[src/rtl/picPkg.sv]
package picPkg;
  localparam int IRQ_N    = 8;
  localparam int BYTE_W   = 8;
  localparam int IDX_W    = $clog2(IRQ_N);
  localparam int INIT_BIT = 4;
  localparam int SEL_BIT  = 3;
  localparam int MODE_BIT = 0;
  localparam logic [BYTE_W-1:0] EOI_CODE = 8'h20;

  typedef enum logic [1:0] {
    INIT_IDLE,
    INIT_BASE,
    INIT_CASC,
    INIT_MODE
  } initStateT;

  typedef struct packed {
    logic initStart;
    logic loadBase;
    logic loadCasc;
    logic loadMask;
    logic eoi;
    logic selIsr;
    logic selPend;
  } picStrobeT;

  // {any, index of lowest set bit}
  function automatic logic [IDX_W:0] findLow(input logic [IRQ_N-1:0] v);
    logic [IDX_W:0] r;
    r = '0;
    for (int i = IRQ_N - 1; i >= 0; i--) begin
      if (v[i]) r = {1'b1, IDX_W'(i)};
    end
    return r;
  endfunction
endpackage

[src/rtl/picCtrl.sv]
module picCtrl
  import picPkg::*;
(
  input  logic              clk,
  input  logic              rstN,
  input  logic              busWr,
  input  logic              busAddr,
  input  logic [BYTE_W-1:0] busWdata,
  output picStrobeT         strobes
);
  initStateT stateQ, stateD;
  logic      needModeQ, needModeD;
  logic      cmdWr, auxWr;

  always_comb begin
    cmdWr = busWr & ~busAddr;
    auxWr = busWr & busAddr;

    strobes.initStart = cmdWr & busWdata[INIT_BIT];
    strobes.eoi       = cmdWr & (busWdata == EOI_CODE);
    strobes.selIsr    = cmdWr & ~busWdata[INIT_BIT] & busWdata[SEL_BIT]
                        & (busWdata[1:0] == 2'b11);
    strobes.selPend   = cmdWr & ~busWdata[INIT_BIT] & busWdata[SEL_BIT]
                        & (busWdata[1:0] == 2'b10);
    strobes.loadBase  = auxWr & (stateQ == INIT_BASE);
    strobes.loadCasc  = auxWr & (stateQ == INIT_CASC);
    strobes.loadMask  = auxWr & (stateQ == INIT_IDLE);

    stateD    = stateQ;
    needModeD = needModeQ;
    if (strobes.initStart) begin
      stateD    = INIT_BASE;
      needModeD = busWdata[MODE_BIT];
    end else if (auxWr) begin
      unique case (stateQ)
        INIT_BASE: stateD = INIT_CASC;
        INIT_CASC: stateD = needModeQ ? INIT_MODE : INIT_IDLE;
        INIT_MODE: stateD = INIT_IDLE;
        default:   stateD = INIT_IDLE;
      endcase
    end
  end

  always_ff @(posedge clk or negedge rstN) begin
    if (!rstN) begin
      stateQ    <= INIT_IDLE;
      needModeQ <= 1'b0;
    end else begin
      stateQ    <= stateD;
      needModeQ <= needModeD;
    end
  end
endmodule

[src/rtl/picReqCell.sv]
module picReqCell (
  input  logic clk,
  input  logic rstN,
  input  logic irqBit,
  input  logic levelMode,
  input  logic ackClr,
  output logic pendBit
);
  logic prevQ, latchQ;

  always_ff @(posedge clk or negedge rstN) begin
    if (!rstN) begin
      prevQ  <= 1'b0;
      latchQ <= 1'b0;
    end else begin
      prevQ  <= irqBit;
      latchQ <= ((latchQ & ~ackClr) | (irqBit & ~prevQ)) & ~levelMode;
    end
  end

  assign pendBit = levelMode ? irqBit : latchQ;
endmodule

[src/rtl/picDatapath.sv]
module picDatapath
  import picPkg::*;
(
  input  logic              clk,
  input  logic              rstN,
  input  picStrobeT         strobes,
  input  logic              busAddr,
  input  logic [BYTE_W-1:0] busWdata,
  output logic [BYTE_W-1:0] busRdata,
  input  logic              trigWr,
  input  logic [IRQ_N-1:0]  trigWdata,
  output logic [IRQ_N-1:0]  trigRdata,
  input  logic [IRQ_N-1:0]  irqIn,
  input  logic              intAck,
  output logic              intOut,
  output logic [BYTE_W-1:0] vecOut,
  output logic [BYTE_W-1:0] cascCfg,
  output logic [IRQ_N-1:0]  pendQ,
  output logic [IRQ_N-1:0]  isrQ,
  output logic [IRQ_N-1:0]  maskQ,
  output logic [BYTE_W-1:0] baseQ
);
  localparam logic [IDX_W-1:0] SPUR_IDX = IDX_W'(IRQ_N - 1);

  logic [IRQ_N-1:0]  maskR, isrR, elcrR, pend, cand, ackClr, eoiClr;
  logic [BYTE_W-1:0] baseR, cascR;
  logic              selIsrR, grant;
  logic [IDX_W:0]    winLow, isrLow;
  logic [IDX_W-1:0]  winIdx, isrIdx, vecIdx;

  for (genvar g = 0; g < IRQ_N; g++) begin : gReq
    picReqCell uCell (
      .clk      (clk),
      .rstN     (rstN),
      .irqBit   (irqIn[g]),
      .levelMode(elcrR[g]),
      .ackClr   (ackClr[g]),
      .pendBit  (pend[g])
    );
  end

  always_comb begin
    cand   = pend & ~maskR;
    winLow = findLow(cand);
    isrLow = findLow(isrR);
    winIdx = winLow[IDX_W-1:0];
    isrIdx = isrLow[IDX_W-1:0];
    grant  = winLow[IDX_W] & (~isrLow[IDX_W] | (winIdx < isrIdx));
    vecIdx = grant ? winIdx : SPUR_IDX;
    ackClr = (intAck & grant) ? (IRQ_N'(1) << winIdx) : '0;
    eoiClr = (strobes.eoi & isrLow[IDX_W]) ? (IRQ_N'(1) << isrIdx) : '0;
  end

  always_ff @(posedge clk or negedge rstN) begin
    if (!rstN) begin
      maskR   <= '1;
      isrR    <= '0;
      elcrR   <= '0;
      baseR   <= '0;
      cascR   <= '0;
      selIsrR <= 1'b0;
    end else begin
      if (strobes.initStart) isrR <= '0;
      else                   isrR <= (isrR & ~eoiClr) | ackClr;
      if (strobes.initStart)    selIsrR <= 1'b0;
      else if (strobes.selIsr)  selIsrR <= 1'b1;
      else if (strobes.selPend) selIsrR <= 1'b0;
      if (strobes.loadMask) maskR <= busWdata[IRQ_N-1:0];
      if (strobes.loadBase) baseR <= busWdata;
      if (strobes.loadCasc) cascR <= busWdata;
      if (trigWr)           elcrR <= trigWdata;
    end
  end

  assign intOut    = grant;
  assign vecOut    = baseR + BYTE_W'(vecIdx);
  assign busRdata  = busAddr ? BYTE_W'(maskR) : BYTE_W'(selIsrR ? isrR : pend);
  assign trigRdata = elcrR;
  assign cascCfg   = cascR;
  assign pendQ     = pend;
  assign isrQ      = isrR;
  assign maskQ     = maskR;
  assign baseQ     = baseR;
endmodule

[src/rtl/picTop.sv]
module picTop
  import picPkg::*;
(
  input  logic              clk,
  input  logic              rstN,
  input  logic              busWr,
  input  logic              busAddr,
  input  logic [BYTE_W-1:0] busWdata,
  output logic [BYTE_W-1:0] busRdata,
  input  logic              trigWr,
  input  logic [IRQ_N-1:0]  trigWdata,
  output logic [IRQ_N-1:0]  trigRdata,
  input  logic [IRQ_N-1:0]  irqIn,
  input  logic              intAck,
  output logic              intOut,
  output logic [BYTE_W-1:0] vecOut,
  output logic [BYTE_W-1:0] cascCfg
);
  picStrobeT         strobes;
  logic [IRQ_N-1:0]  pendQ, isrQ, maskQ;
  logic [BYTE_W-1:0] baseQ;

  picCtrl uCtrl (
    .clk     (clk),
    .rstN    (rstN),
    .busWr   (busWr),
    .busAddr (busAddr),
    .busWdata(busWdata),
    .strobes (strobes)
  );

  picDatapath uDp (
    .clk      (clk),
    .rstN     (rstN),
    .strobes  (strobes),
    .busAddr  (busAddr),
    .busWdata (busWdata),
    .busRdata (busRdata),
    .trigWr   (trigWr),
    .trigWdata(trigWdata),
    .trigRdata(trigRdata),
    .irqIn    (irqIn),
    .intAck   (intAck),
    .intOut   (intOut),
    .vecOut   (vecOut),
    .cascCfg  (cascCfg),
    .pendQ    (pendQ),
    .isrQ     (isrQ),
    .maskQ    (maskQ),
    .baseQ    (baseQ)
  );
endmodule

[config.mk]
export PLATFORM = sky130hd
export DESIGN_NAME = picTop
export DESIGN_NICKNAME = d
export VERILOG_FILES = /design/src/rtl/picPkg.sv /design/src/rtl/picCtrl.sv /design/src/rtl/picReqCell.sv /design/src/rtl/picDatapath.sv /design/src/rtl/picTop.sv
export SDC_FILE = /design/constraint.sdc
export NUM_CORES = 1
export LEC_CHECK = 0
export BUFFER_PORTS_ARGS = -buffer_cell sky130_fd_sc_hd__buf_4
export CAP_MARGIN = 20
export CORE_MARGIN = 2
export CORE_UTILIZATION = 50
export DETAILED_ROUTE_END_ITERATION = 8
export GPL_TIMING_DRIVEN = 0
export PLACE_DENSITY = 0.73
export REMOVE_ABC_BUFFERS = 1
export SLEW_MARGIN = 25
export SYNTH_ARGS = -nofsm -noshare
export SYNTH_HDL_FRONTEND = slang
export SYNTH_SLANG_ARGS = --single-unit
[constraint.sdc]
create_clock -name clk -period 6.1 [get_ports clk]
set_clock_uncertainty 0.2 [all_clocks]
set_input_delay 0 -clock clk [delete_from_list [all_inputs] [get_ports clk]]
set_output_delay 0 -clock clk [all_outputs]
set_load 0.05 [all_outputs]
==> results.toml <==
[status]
status = "complete, no violations"

[placed_design]
place.gp.congestion = 0.888
port_buffers = 62
dp_hpwl_um = 5660

[sta]
fmax_mhz = 186
worst_pin_slew_ns = 0.767
tns_ns = 0
hold_ws_ns = 0.0789
post-route-min-period_ns = 5.39
finalSetupViolCount = 0
slew_headroom_pct = 48.9
period_share_pct = 88.3
slew_violations = 0
hold_viol_final = 0
rsz0062_at_grt = "no"

[critical_path]
cpLargestDelayFamily = "compound AO/OA/AOI/OAI gates"
reg2reg_to = "uDp.isrQ[7]$_DFF_PN0_"
crit_slowest_cell = "a221oi_4"
r2r_start = "uDp.trigRdata[3]$_DFFE_PN0P_"
rr_worst_depth = 11
cp_cell_sequence = "mux2i_1, o22ai_1, nor3_2, o21ai_1, inv_1, ha_1, a21o_1, a21oi_1, a221oi_4, a21oi_1, nand2b_1, ha_1, a21o_1, a21oi_1, nor2_1, nand3_1, xnor2_1, buf_4"
cp.arrival_ns = 5.19
timing.critical_path.buf_inv = 2
critical_path_class = "flip-flop to output port"
critPathMaxStageDelay_ns = 0.71
startpoint_type = "flip-flop"
critPathRequiredTime_ns = 5.90
end_kind = "output port"
critPathMostFrequentCell = "a21oi_1"
reg2reg_slack_ns = 2.17
critical_path.max_fanout = 16

[detailed_routing]
wire_per_inst_um = 17.1
antenna_left = 0
num_vias = 2775
drtIter0Drc = 227
viasPerCell = 5.70
drcViolationCount = 0
drt-total-wl_um = 8340
drt-pass1-iter-count = 4

[logic_synthesis]
syn-mean-instance-area_um2 = 10.4
netlist_area_mm2 = 0.00329
synth_seq_area_share_pct = 46.0
async_flop_share_pct = 100
synth-simple-area-share_pct = 13.2
synth.top_cell.area_share_pct = 39.6
synthAdderAreaFrac_pct = 3.65
yosysUniqueCellTypes = 53
ys_seq_elements = 60
synthTopCellsByArea = "dfrtp_1 (40%), mux2_2 (11%), dfstp_2 (6.4%)"
postSynthCellCount = 315
synth_edf_count = 0
synth.area.mux_share_pct = 13.5
yosysTopAreaCell = "dfrtp_1"
synthXorXnorAreaFrac_pct = 1.60
ys_warn_count = 0
ys.flop_type = "dfrtp_1"
synth_top_family_by_area = "compound AO/OA/AOI/OAI gates"
synth_compound_area_share_pct = 17.3

[clock_tree]
cts_root_buf = "clkbuf_8"
clkTransAtPathRegs_ns = 0.07
post_cts_buffers = 0
cts_hold_buf = 36
cts_tree = "yes"
cts-resized-gates = 0
numCtsBuffers = 9
cts_sinks = 60
htreeDepth = 3
cts_max_path_buffers = 2
clk_latency_ns = 0.33

[power_and_ir_drop]
p_total_w = 0.00232
power.density_mw_per_mm2 = 538
ir_worst_vdd_mv = 1.21
p_leak_nw = 1.98

[die]
io_pins = 63
die_w_um = 85.1
initial_core_util_pct = 51.8
core_area_mm2 = 0.00635
fp-row-count = 29
die_h_um = 85.1
die_area_mm2 = 0.00724

[layout]
layout-drive-gt1-share_pct = 30.5
area_delta_synth_final_pct = 31.1
antenna_cells = 0
finalNetCount = 444

[global_routing]
gr-total-overflow = 0
antenna_found_initial = 0
grt_pass1_vias = 2871
track_usage_pct = 24.7
grt_pass1_wl_um = 14100
grt_max_degree = 61

[worst_hold_path]
hp-class = "input pin to async pin"

[run]
maxCapViolCount = 0
## layout by cell type, fill, tap and decap left out, types with 8 or more instances in the layout
| cell | instances |
|---|---|
| mux2_2 | 31 |
| o31ai_1 | 9 |
| buf_4 | 62 |
| nor2_1 | 18 |
| dfstp_2 | 8 |
| nand3_1 | 9 |
| ha_1 | 8 |
| clkbuf_8 | 11 |
| a21oi_1 | 15 |
| dlygate4sd3_1 | 36 |
| dfrtp_1 | 52 |
| o21ai_0 | 16 |
| nand2_1 | 28 |
| mux2i_1 | 8 |
| inv_1 | 13 |
## synth_stat cells, drive strengths merged, types with 2 or more instances
cell type   n
xor2        2
or2         5
o31ai       9
nand3       9
a211oi      6
nand2b      7
or4         2
mux2i       8
buf        10
o21ai      17
ha          8
mux2       32
o311ai      4
a32oi       2
a21oi      15
o22ai       5
xnor2       4
dfrtp      52
nor2       18
dfstp       8
nor3        5
inv        13
or3         5
nand4b      2
o211ai      4
nand2      28
a2111oi     2
a21o        7
clkbuf      9
## sequential cells by signal, indices dropped and copies added (netlist names)
signal and cells:
uDp.maskQ 8, uDp.isrQ 8, uDp.baseQ 8, uDp.gReq.uCell.latchQ 8, uDp.selIsrR 1, uDp.trigRdata 8
uDp.gReq.uCell.prevQ 8, uCtrl.needModeQ 1, uDp.cascCfg 8, uCtrl.stateQ 2
## metrics by stage
stage	setup WS (ns)	area, µm²	cells	util [%]
after CTS	0.709	4310	487	67.9
after floorplan	0.233	3180	296	-
after global placement	0.825	3740	435	58.9
final	0.711	4310	487	67.9
after detailed placement	1.13	3750	435	59.0
after global routing	0.208	4310	487	67.9
## kinds of logic after synthesis
| logic type | after synthesis |
|---|---|
| and+or+nand+nor | 88 |
| AOI/OAI and AO/OA | 80 |
| adders and majority gates | 9 |
| DFF | 60 |
| muxes | 40 |
| xor gates and xnor gates | 6 |
| buffers and inverters | 32 |
## layout make-up
type	count	area [µm²]
timing repair buffer	98	826
clock buffer	12	155
clock inverter	4	47.5
multi-input combinational	223	1620
tap	77	96.3
fill	487	2040
sequential	60	1510
inverter	13	48.8
## power breakdown
part / switching [W] / internal, W
Sequential: 0.000104 / 0.000512
Clock: 0.000156 / 0.000210
Combinational: 0.000882 / 0.000455
Total: 0.00114 / 0.00118
## per-layer routing
layer / GRT usage [%] / vias to the layer above / part of all wire [%]
li1: - / 1315 / -
met1: 32.7 / 1359 / 45
met2: 39.7 / 83 / 48
met3: 6.32 / 18 / 5.5
met4: 8.08 / 0 / 2.0
met5: 0 / - / 0
## worst max path at each step
stage / startpoint / endpoint / slack (ns) / depth (start not counted)
after floorplan: uDp.trigRdata[3]$_DFFE_PN0P_ / vecOut[7] / 0.23 / 17
after global placement: uDp.trigRdata[3]$_DFFE_PN0P_ / vecOut[7] / 0.83 / 18
after detailed placement: uDp.trigRdata[3]$_DFFE_PN0P_ / vecOut[7] / 1.13 / 18
after CTS: uDp.trigRdata[3]$_DFFE_PN0P_ / vecOut[7] / 0.71 / 18
after global routing: uDp.trigRdata[3]$_DFFE_PN0P_ / vecOut[7] / 0.21 / 18
final: uDp.trigRdata[3]$_DFFE_PN0P_ / vecOut[7] / 0.71 / 18
(Power assumes the default switching activity.)
